==> config.mk <==
export PLATFORM = sky130hd
export DESIGN_NAME = vlen_fetch_aligner
export DESIGN_NICKNAME = d
export VERILOG_FILES = /design/src/rtl/vlen_fa_pkg.sv /design/src/rtl/vlen_fa_classify.sv /design/src/rtl/vlen_fa_pack.sv /design/src/rtl/vlen_fetch_aligner.sv
export SDC_FILE = /design/constraint.sdc
export NUM_CORES = 1
export LEC_CHECK = 0
export BUFFER_PORTS_ARGS = -buffer_cell sky130_fd_sc_hd__buf_4
export CAP_MARGIN = 20
export CORE_ASPECT_RATIO = 2
export CORE_UTILIZATION = 35
export DETAILED_ROUTE_END_ITERATION = 12
export PLACE_DENSITY = 0.59
export REMOVE_ABC_BUFFERS = 1
export SETUP_SLACK_MARGIN = 0.4
export SYNTH_ARGS = -nofsm -noshare
export SYNTH_HDL_FRONTEND = slang
export SYNTH_SLANG_ARGS = --single-unit
==> constraint.sdc <==
create_clock -name clk -period 3.2 [get_ports clk]
set_input_delay 0 -clock clk [delete_from_list [all_inputs] [get_ports clk]]
set_output_delay 0 -clock clk [all_outputs]
set_load 0.02 [all_outputs]
==> src/rtl/vlen_fa_pkg.sv <==
package vlen_fa_pkg;

   localparam int WORD_W = 32;
   localparam int EXT_W  = 24;
   localparam int MAX_LEN = 7;

   typedef enum logic [3:0] {
      CLS_ILL  = 4'd0,
      CLS_B1   = 4'd1,
      CLS_B2   = 4'd2,
      CLS_B3LE = 4'd3,
      CLS_B3BE = 4'd4,
      CLS_B4BE = 4'd5,
      CLS_B4MX = 4'd6,
      CLS_B5CD = 4'd7,
      CLS_B5DC = 4'd8,
      CLS_B6   = 4'd9,
      CLS_B7DD = 4'd10,
      CLS_B7FE = 4'd11
   } insn_cls_e;

   function automatic logic [2:0] cls_len(input insn_cls_e c);
      case (c)
         CLS_B1:                  cls_len = 3'd1;
         CLS_B2:                  cls_len = 3'd2;
         CLS_B3LE, CLS_B3BE:      cls_len = 3'd3;
         CLS_B4BE, CLS_B4MX:      cls_len = 3'd4;
         CLS_B5CD, CLS_B5DC:      cls_len = 3'd5;
         CLS_B6:                  cls_len = 3'd6;
         CLS_B7DD, CLS_B7FE:      cls_len = 3'd7;
         default:                 cls_len = 3'd0;
      endcase
   endfunction

endpackage

==> src/rtl/vlen_fa_classify.sv <==
module vlen_fa_classify
   import vlen_fa_pkg::*;
(
   input  logic [7:0] lead_b,
   input  logic [7:0] next_b,
   output insn_cls_e  cls
);

   always_comb begin
      cls = CLS_ILL;
      case (lead_b) inside
         8'h00, 8'h04, 8'h08, 8'h0C, [8'h10:8'h1F], [8'h3C:8'h3F],
         8'h40, 8'h41, 8'h44, 8'h45, 8'h48, 8'h49, 8'h4C, 8'h4D,
         [8'h50:8'h57], [8'h60:8'h7F], 8'hCB, [8'hD0:8'hDB],
         [8'hE0:8'hEF], 8'hFF:
            cls = CLS_B1;
         [8'h80:8'hBF]:
            cls = (lead_b[3:2] == lead_b[1:0]) ? CLS_B2 : CLS_B1;
         [8'h20:8'h23], [8'h28:8'h2B], 8'h42, 8'h43, 8'h46, 8'h47,
         8'h4A, 8'h4B, 8'h4E, 8'h4F, [8'h58:8'h5F], [8'hC0:8'hCA],
         8'hCE, 8'hCF, [8'hF0:8'hF6]:
            cls = CLS_B2;
         [8'h01:8'h03], [8'h05:8'h07], [8'h09:8'h0B], [8'h0D:8'h0F],
         [8'h24:8'h27], [8'h2C:8'h2F], [8'h30:8'h3B], 8'hCC:
            cls = CLS_B3LE;
         8'hDE, 8'hDF, 8'hF8, 8'hF9:
            cls = CLS_B3BE;
         8'hFA, 8'hFB:
            cls = (lead_b == 8'hFA && next_b[7:4] == 4'hF && next_b[3:2] != 2'b11)
                  ? CLS_B4BE : CLS_B4MX;
         8'hCD:         cls = CLS_B5CD;
         8'hDC:         cls = CLS_B5DC;
         8'hFC, 8'hFD:  cls = CLS_B6;
         8'hDD:         cls = CLS_B7DD;
         8'hFE:         cls = CLS_B7FE;
         default:       cls = CLS_ILL;
      endcase
   end

endmodule

==> src/rtl/vlen_fa_pack.sv <==
module vlen_fa_pack
   import vlen_fa_pkg::*;
(
   input  insn_cls_e           cls,
   input  logic [6:0][7:0]     b,
   output logic [WORD_W-1:0]   word,
   output logic [EXT_W-1:0]    ext
);

   always_comb begin
      word = '0;
      ext  = '0;
      case (cls)
         CLS_B1:   word = {24'h0, b[0]};
         CLS_B2:   word = {16'h0, b[0], b[1]};
         CLS_B3LE: word = {8'h0, b[0], b[2], b[1]};
         CLS_B3BE: word = {8'h0, b[0], b[1], b[2]};
         CLS_B4BE: word = {b[0], b[1], b[2], b[3]};
         CLS_B4MX: word = {b[0], b[1], b[3], b[2]};
         CLS_B5CD: begin
            word = {b[0], b[2], b[1], b[3]};
            ext  = {16'h0, b[4]};
         end
         CLS_B5DC: begin
            word = {b[0], b[4], b[3], b[2]};
            ext  = {16'h0, b[1]};
         end
         CLS_B6: begin
            word = {b[0], b[1], b[5], b[4]};
            ext  = {8'h0, b[3], b[2]};
         end
         CLS_B7DD: begin
            word = {b[0], b[4], b[3], b[2]};
            ext  = {b[1], b[5], b[6]};
         end
         CLS_B7FE: begin
            word = {b[0], b[1], b[5], b[4]};
            ext  = {b[3], b[2], b[6]};
         end
         default: begin
            word = '0;
            ext  = '0;
         end
      endcase
   end

endmodule

==> src/rtl/vlen_fetch_aligner.sv <==
module vlen_fetch_aligner
   import vlen_fa_pkg::*;
#(
   parameter int          PC_W      = 32,
   parameter int          WIN_BYTES = 7,
   parameter logic [31:0] RESET_PC  = 32'h0000_1000,
   localparam int         WIN_W     = 8 * WIN_BYTES,
   localparam int         LEN_W     = $clog2(WIN_BYTES + 1)
) (
   input  logic              clk,
   input  logic              rst_n,
   output logic              fetch_req,
   output logic [PC_W-1:0]   fetch_pc,
   input  logic              win_valid,
   input  logic [WIN_W-1:0]  win_data,
   output logic              dec_valid,
   input  logic              dec_ready,
   output logic [PC_W-1:0]   dec_pc,
   output logic [WORD_W-1:0] dec_word,
   output logic [EXT_W-1:0]  dec_ext,
   output logic [LEN_W-1:0]  dec_len,
   output logic              dec_illegal
);

   generate
      if (WIN_BYTES < MAX_LEN) begin : g_bad_win
         $error("WIN_BYTES must cover the longest instruction");
      end
      if (PC_W < 2) begin : g_bad_pc
         $error("PC_W too small");
      end
   endgenerate

   logic [6:0][7:0] win_b;

   generate
      for (genvar gi = 0; gi < MAX_LEN; gi++) begin : g_slice
         assign win_b[gi] = win_data[8*gi +: 8];
      end
   endgenerate

   insn_cls_e           cls;
   logic [WORD_W-1:0]   pk_word;
   logic [EXT_W-1:0]    pk_ext;

   vlen_fa_classify u_cls (
      .lead_b (win_b[0]),
      .next_b (win_b[1]),
      .cls    (cls)
   );

   vlen_fa_pack u_pack (
      .cls  (cls),
      .b    (win_b),
      .word (pk_word),
      .ext  (pk_ext)
   );

   logic [PC_W-1:0]   pc_q;
   logic              vld_q;
   logic [WORD_W-1:0] word_q;
   logic [EXT_W-1:0]  ext_q;
   logic [LEN_W-1:0]  len_q;
   logic              ill_q;

   logic take_win;
   logic retire;

   assign take_win = win_valid && !vld_q;
   assign retire   = vld_q && dec_ready;

   always_ff @(posedge clk or negedge rst_n) begin
      if (!rst_n) begin
         pc_q   <= RESET_PC[PC_W-1:0];
         vld_q  <= 1'b0;
         word_q <= '0;
         ext_q  <= '0;
         len_q  <= '0;
         ill_q  <= 1'b0;
      end else begin
         if (retire) begin
            pc_q  <= pc_q + PC_W'(len_q);
            vld_q <= 1'b0;
         end else if (take_win) begin
            vld_q  <= 1'b1;
            word_q <= pk_word;
            ext_q  <= pk_ext;
            len_q  <= LEN_W'(cls_len(cls));
            ill_q  <= (cls == CLS_ILL);
         end
      end
   end

   assign fetch_req   = !vld_q;
   assign fetch_pc    = pc_q;
   assign dec_valid   = vld_q;
   assign dec_pc      = pc_q;
   assign dec_word    = word_q;
   assign dec_ext     = ext_q;
   assign dec_len     = len_q;
   assign dec_illegal = ill_q;

endmodule

==> out/results.env <==
RUN_STATUS='finished clean'
YS_SEQ_ELEMENTS=93
WORST_SETUP_HOLD_PATH_CLK_SLEW_NS=0.07
FMAX_GHz=0.378
RSZ0062_AT_GRT='true'
CLOCK_TREE.BUFFER_DEPTH=2
SYNTH-EDFF-COUNT=0
TIMING.SETUP.TNS_NS=0
POWER_FRAC_COMB_PCT=28.2
FP.COREAREA_SQ_UM=15800
DETAIL_ROUTE.FIRST_PASS.ITERATIONS=7
ASYNC_RESET_FF_SHARE_PCT=100
CP-END-KIND='flop'
SYN_INST=605
CLK_LATENCY_NS=0.35
DIE_W_UM=92.0
FINAL_CORE_UTILIZATION_PCT=48.3
FINAL_LAYOUT_SIZE_SUFFIX_GT1_SHARE_PCT=31.8
DETAIL_PLACEMENT_HPWL_MM=15.7
STD_CELL_ROWS=65
GROUTE.USAGE.OVERALL_PCT=25.7
CLOCK_TREE.HTREE_LEVEL_COUNT=3
YOSYS_WARNINGS=0
ROUTE.DETAILED.WL_PER_INST_UM=21.7
FINALWORSTPATHREQUIREDPERIOD_NS=2.65
HOLD-WORST-SLACK_NS=0.00885
DP_CELLS=938
CLK_ROOT_BUFFER_CELL='sky130_fd_sc_hd__clkbuf_16'
ANT_NETS=0
IRDROPWORSTVDD_uV=254
DIE_AREA_SQ_UM=16700
WORST_EP_ARRIVAL_TIME_NS=2.87
SETUP-VIOLATIONS-FINAL=0
FIN_AREA_SQ_UM=7620
SYNTH-SEQ-AREA-SHARE_PCT=41.1
GRT_FIRST_PASS_WIRELENGTH_MM=32.6
SYNTH.LIB_CELLS_USED.DISTINCT=65
P_SW_uW=1170
WIRELENGTH_MM=21.3
POWER_DENSITY_nW_PER_UM2=455
DR_TOTAL_VIAS=5870
TOP_LEVEL_PORTS=186
CRITICAL_PATH_REQUIRED_NS=3.43
HEADROOM_TO_THE_MAX_SLEW_LIMIT_PCT=33.8
REPORT.FINAL.SLEW_VIOL_COUNT=0
DIEHEIGHT_UM=182
NUMBER_OF_CLOCK_BUFFERS_INSERTED_BY_TRITONCTS=9
SW_FRAC_OF_TOTAL_PCT=33.8
PORTBUFFERS=185
POWER.CLOCK.FRACTION_PCT=32.1
FIRST_GLOBAL_VIAS=5821
WORST-PATH-MAX-FANOUT=4
AVGSYNTHCELLAREA_SQ_UM=9.37
SYNTH.CELL_AREA_SQ_UM=5670
GRT_MAX_DEGREE=72
TIMING.FINAL.CRIT_SHARE_PCT=82.7
CRITICALPATHCATEGORY='reg2reg'
FLOORPLAN.INITIALDENSITY_PCT=35.9
ANTENNA_VIOLATIONS_BEFORE_REPAIR=0
TIMING.MAX_CAP.VIOLATIONS=0
SYNTHTOLAYOUTAREAGROWTH_PCT=34.4
WORSTHOLDPATHTYPE='in2reg'
DRT_ITER0_MARKERS=648
CTS.SINK_COUNT=93
START_KIND='flop'
WORST_SLEW_PIN_SLEW_NS=0.989
CELLINTERNALPOWER_uW=2290
GRT_OVERFLOW_TOTAL=0
PLACED_CELL_AREA_SQ_UM=7000
ANTENNA_CELLS=0
DETAIL_ROUTE.DRC_VIOLATIONS=0
POWER.SHARE.SEQUENTIAL_PCT=39.7
DETAIL_ROUTE.VIAS_PER_CELL=5.97
SYNTH_FLOP_CELL='sky130_fd_sc_hd__dfrtp_1'
FINAL-HOLD-VIOLATION-COUNT=0
CTS_TREE='yes'
GP_ROUTABILITY_CONGESTION=1.01
P_LEAK_uW=0.00362
NUM-NETS-FINAL=842
FINAL-INSTANCE-COUNT-EXCL-FILL=984
FINCLKSKEW_NS=0.00522
[sequential cells by signal, indices dropped and copies added (netlist names)]
register     cells
dec_valid        1
dec_ext         24
dec_pc          32
dec_len          3
dec_word        32
dec_illegal      1
[worst max-delay path, cell delays in order, from the launching register on]
cell and delay (ns):
sky130_fd_sc_hd__dfrtp_1 0.39, sky130_fd_sc_hd__ha_1 0.19, sky130_fd_sc_hd__inv_1 0.06, sky130_fd_sc_hd__fa_1 0.40, sky130_fd_sc_hd__nor2b_1 0.17, sky130_fd_sc_hd__o2111ai_2 0.17, sky130_fd_sc_hd__nand3b_1 0.31, sky130_fd_sc_hd__nor3_1 0.22
sky130_fd_sc_hd__buf_4 0.16, sky130_fd_sc_hd__and2_1 0.20, sky130_fd_sc_hd__nand3_1 0.11, sky130_fd_sc_hd__xnor2_1 0.14
[placed cells by master, fill, tap and decap left out, types with 3 or more instances in the layout]
cell	n
sky130_fd_sc_hd__a21o_1	9
sky130_fd_sc_hd__a21oi_1	9
sky130_fd_sc_hd__a221o_1	7
sky130_fd_sc_hd__a221oi_1	29
sky130_fd_sc_hd__a222oi_1	24
sky130_fd_sc_hd__a22o_1	12
sky130_fd_sc_hd__a22oi_1	10
sky130_fd_sc_hd__a311oi_1	15
sky130_fd_sc_hd__a31oi_1	4
sky130_fd_sc_hd__and2_1	4
sky130_fd_sc_hd__and3_1	9
sky130_fd_sc_hd__buf_4	206
sky130_fd_sc_hd__clkbuf_16	9
sky130_fd_sc_hd__clkinvlp_4	3
sky130_fd_sc_hd__dfrtp_1	92
sky130_fd_sc_hd__dlygate4sd3_1	29
sky130_fd_sc_hd__ha_1	3
sky130_fd_sc_hd__inv_1	25
sky130_fd_sc_hd__nand2_1	52
sky130_fd_sc_hd__nand2b_1	3
sky130_fd_sc_hd__nand3_1	31
sky130_fd_sc_hd__nand4_1	15
sky130_fd_sc_hd__nor2_1	52
sky130_fd_sc_hd__nor2b_1	6
sky130_fd_sc_hd__nor3_1	5
sky130_fd_sc_hd__o211ai_1	8
sky130_fd_sc_hd__o21ai_0	29
sky130_fd_sc_hd__xnor2_1	20
sky130_fd_sc_hd__xor2_1	12
[timing repair]
item                                    CTS  global route
setup buffers                             0             1
resized for setup                         0             2
endpoints found under the setup margin    0             4
hold endpoints to repair                 98             1
hold buffers                             28             1
[area by class of cell]
class	count	area, sq um
Timing Repair Buffer	235	1840
Clock inverter	7	81.3
Sequential cell	93	2330
Inverter	25	93.8
Tap cell	201	251
Clock buffer	9	225
Fill cell	1554	8160
Multi-Input combinational cell	414	2800
[metrics by stage]
stage / power (uW) / worst slack, ns
2_1_floorplan: 1850 / 0.458
3_3_place_gp: 2320 / 0.613
3_5_place_dp: 2340 / 0.533
4_1_cts: 3480 / 0.467
5_1_grt: 3630 / 0.395
6_report: 3460 / 0.554
[path summary, 6_finish.rpt]
path                         startpoint           end  slack, ns  depth (start not counted)
max                           dec_pc[0]    dec_pc[28]       0.55                         11
max reg2reg                   dec_pc[0]    dec_pc[28]       0.55                         11
min reg2reg                 dec_illegal   dec_illegal       0.48                          1
min in group asynchronous         rst_n     dec_pc[3]       0.33                          2
min                        win_data[11]  dec_word[11]      0.009                          3
max in group asynchronous         rst_n  dec_word[16]       2.10                          3
[routing by layer]
metal,track usage (%),vias up,wire (um)
met3,3.18,78,1230
met4,14.4,0,1260
met1,28.3,2892,7490
met5,0,-,0
met2,46.7,310,11300
li1,-,2590,-
[power by group through the flow]
| stage | Sequential (uW) | Combinational (uW) | Clock (uW) |
|---|---|---|---|
| finish | 1380 | 977 | 1110 |
| global route | 1390 | 1050 | 1190 |
| CTS | 1380 | 971 | 1140 |
| detailed placement | 1400 | 940 | 0 |
| global placement | 1390 | 932 | 0 |
| floorplan | 1530 | 320 | 0 |
[cells in the mapped netlist, types with 4 or more instances]
| master | n | area, sq um |
|---|---|---|
| sky130_fd_sc_hd__nor2_1 | 52 | 195 |
| sky130_fd_sc_hd__and2_1 | 4 | 25.0 |
| sky130_fd_sc_hd__buf_6 | 4 | 45.0 |
| sky130_fd_sc_hd__clkbuf_1 | 21 | 78.8 |
| sky130_fd_sc_hd__xor2_1 | 12 | 105 |
| sky130_fd_sc_hd__a21o_1 | 9 | 67.6 |
| sky130_fd_sc_hd__a311oi_1 | 15 | 131 |
| sky130_fd_sc_hd__o211ai_1 | 8 | 60.1 |
| sky130_fd_sc_hd__a222oi_1 | 24 | 240 |
| sky130_fd_sc_hd__a22o_1 | 12 | 105 |
| sky130_fd_sc_hd__nand4_1 | 15 | 93.8 |
| sky130_fd_sc_hd__nand2_1 | 53 | 199 |
| sky130_fd_sc_hd__buf_4 | 40 | 300 |
| sky130_fd_sc_hd__inv_1 | 25 | 93.8 |
| sky130_fd_sc_hd__o21ai_0 | 29 | 145 |
| sky130_fd_sc_hd__nand3_1 | 31 | 155 |
| sky130_fd_sc_hd__a31oi_1 | 4 | 25.0 |
| sky130_fd_sc_hd__buf_2 | 8 | 40.0 |
| sky130_fd_sc_hd__nor3_1 | 5 | 25.0 |
| sky130_fd_sc_hd__a221o_1 | 7 | 70.1 |
| sky130_fd_sc_hd__a221oi_1 | 29 | 254 |
| sky130_fd_sc_hd__a22oi_1 | 10 | 75.1 |
| sky130_fd_sc_hd__dfrtp_1 | 92 | 2300 |
| sky130_fd_sc_hd__and3_1 | 9 | 56.3 |
| sky130_fd_sc_hd__xnor2_1 | 20 | 175 |
| sky130_fd_sc_hd__nor2b_1 | 7 | 43.8 |
| sky130_fd_sc_hd__a21oi_1 | 9 | 45.0 |
[cells by family after synthesis]
| group | count (synthesis) | share of synthesized area (%) |
|---|---|---|
| AO/OA/AOI/OAI | 176 | 24.8 |
| XOR/XNOR | 32 | 4.95 |
| adder cells (fa/ha/maj) | 4 | 1.02 |
| buffers and inverters | 98 | 9.85 |
| flip-flops | 93 | 41.1 |
| multiplexers | 1 | 0.199 |
| AND/OR/NAND/NOR | 201 | 18.1 |
Power figures use the tool's default switching activity.
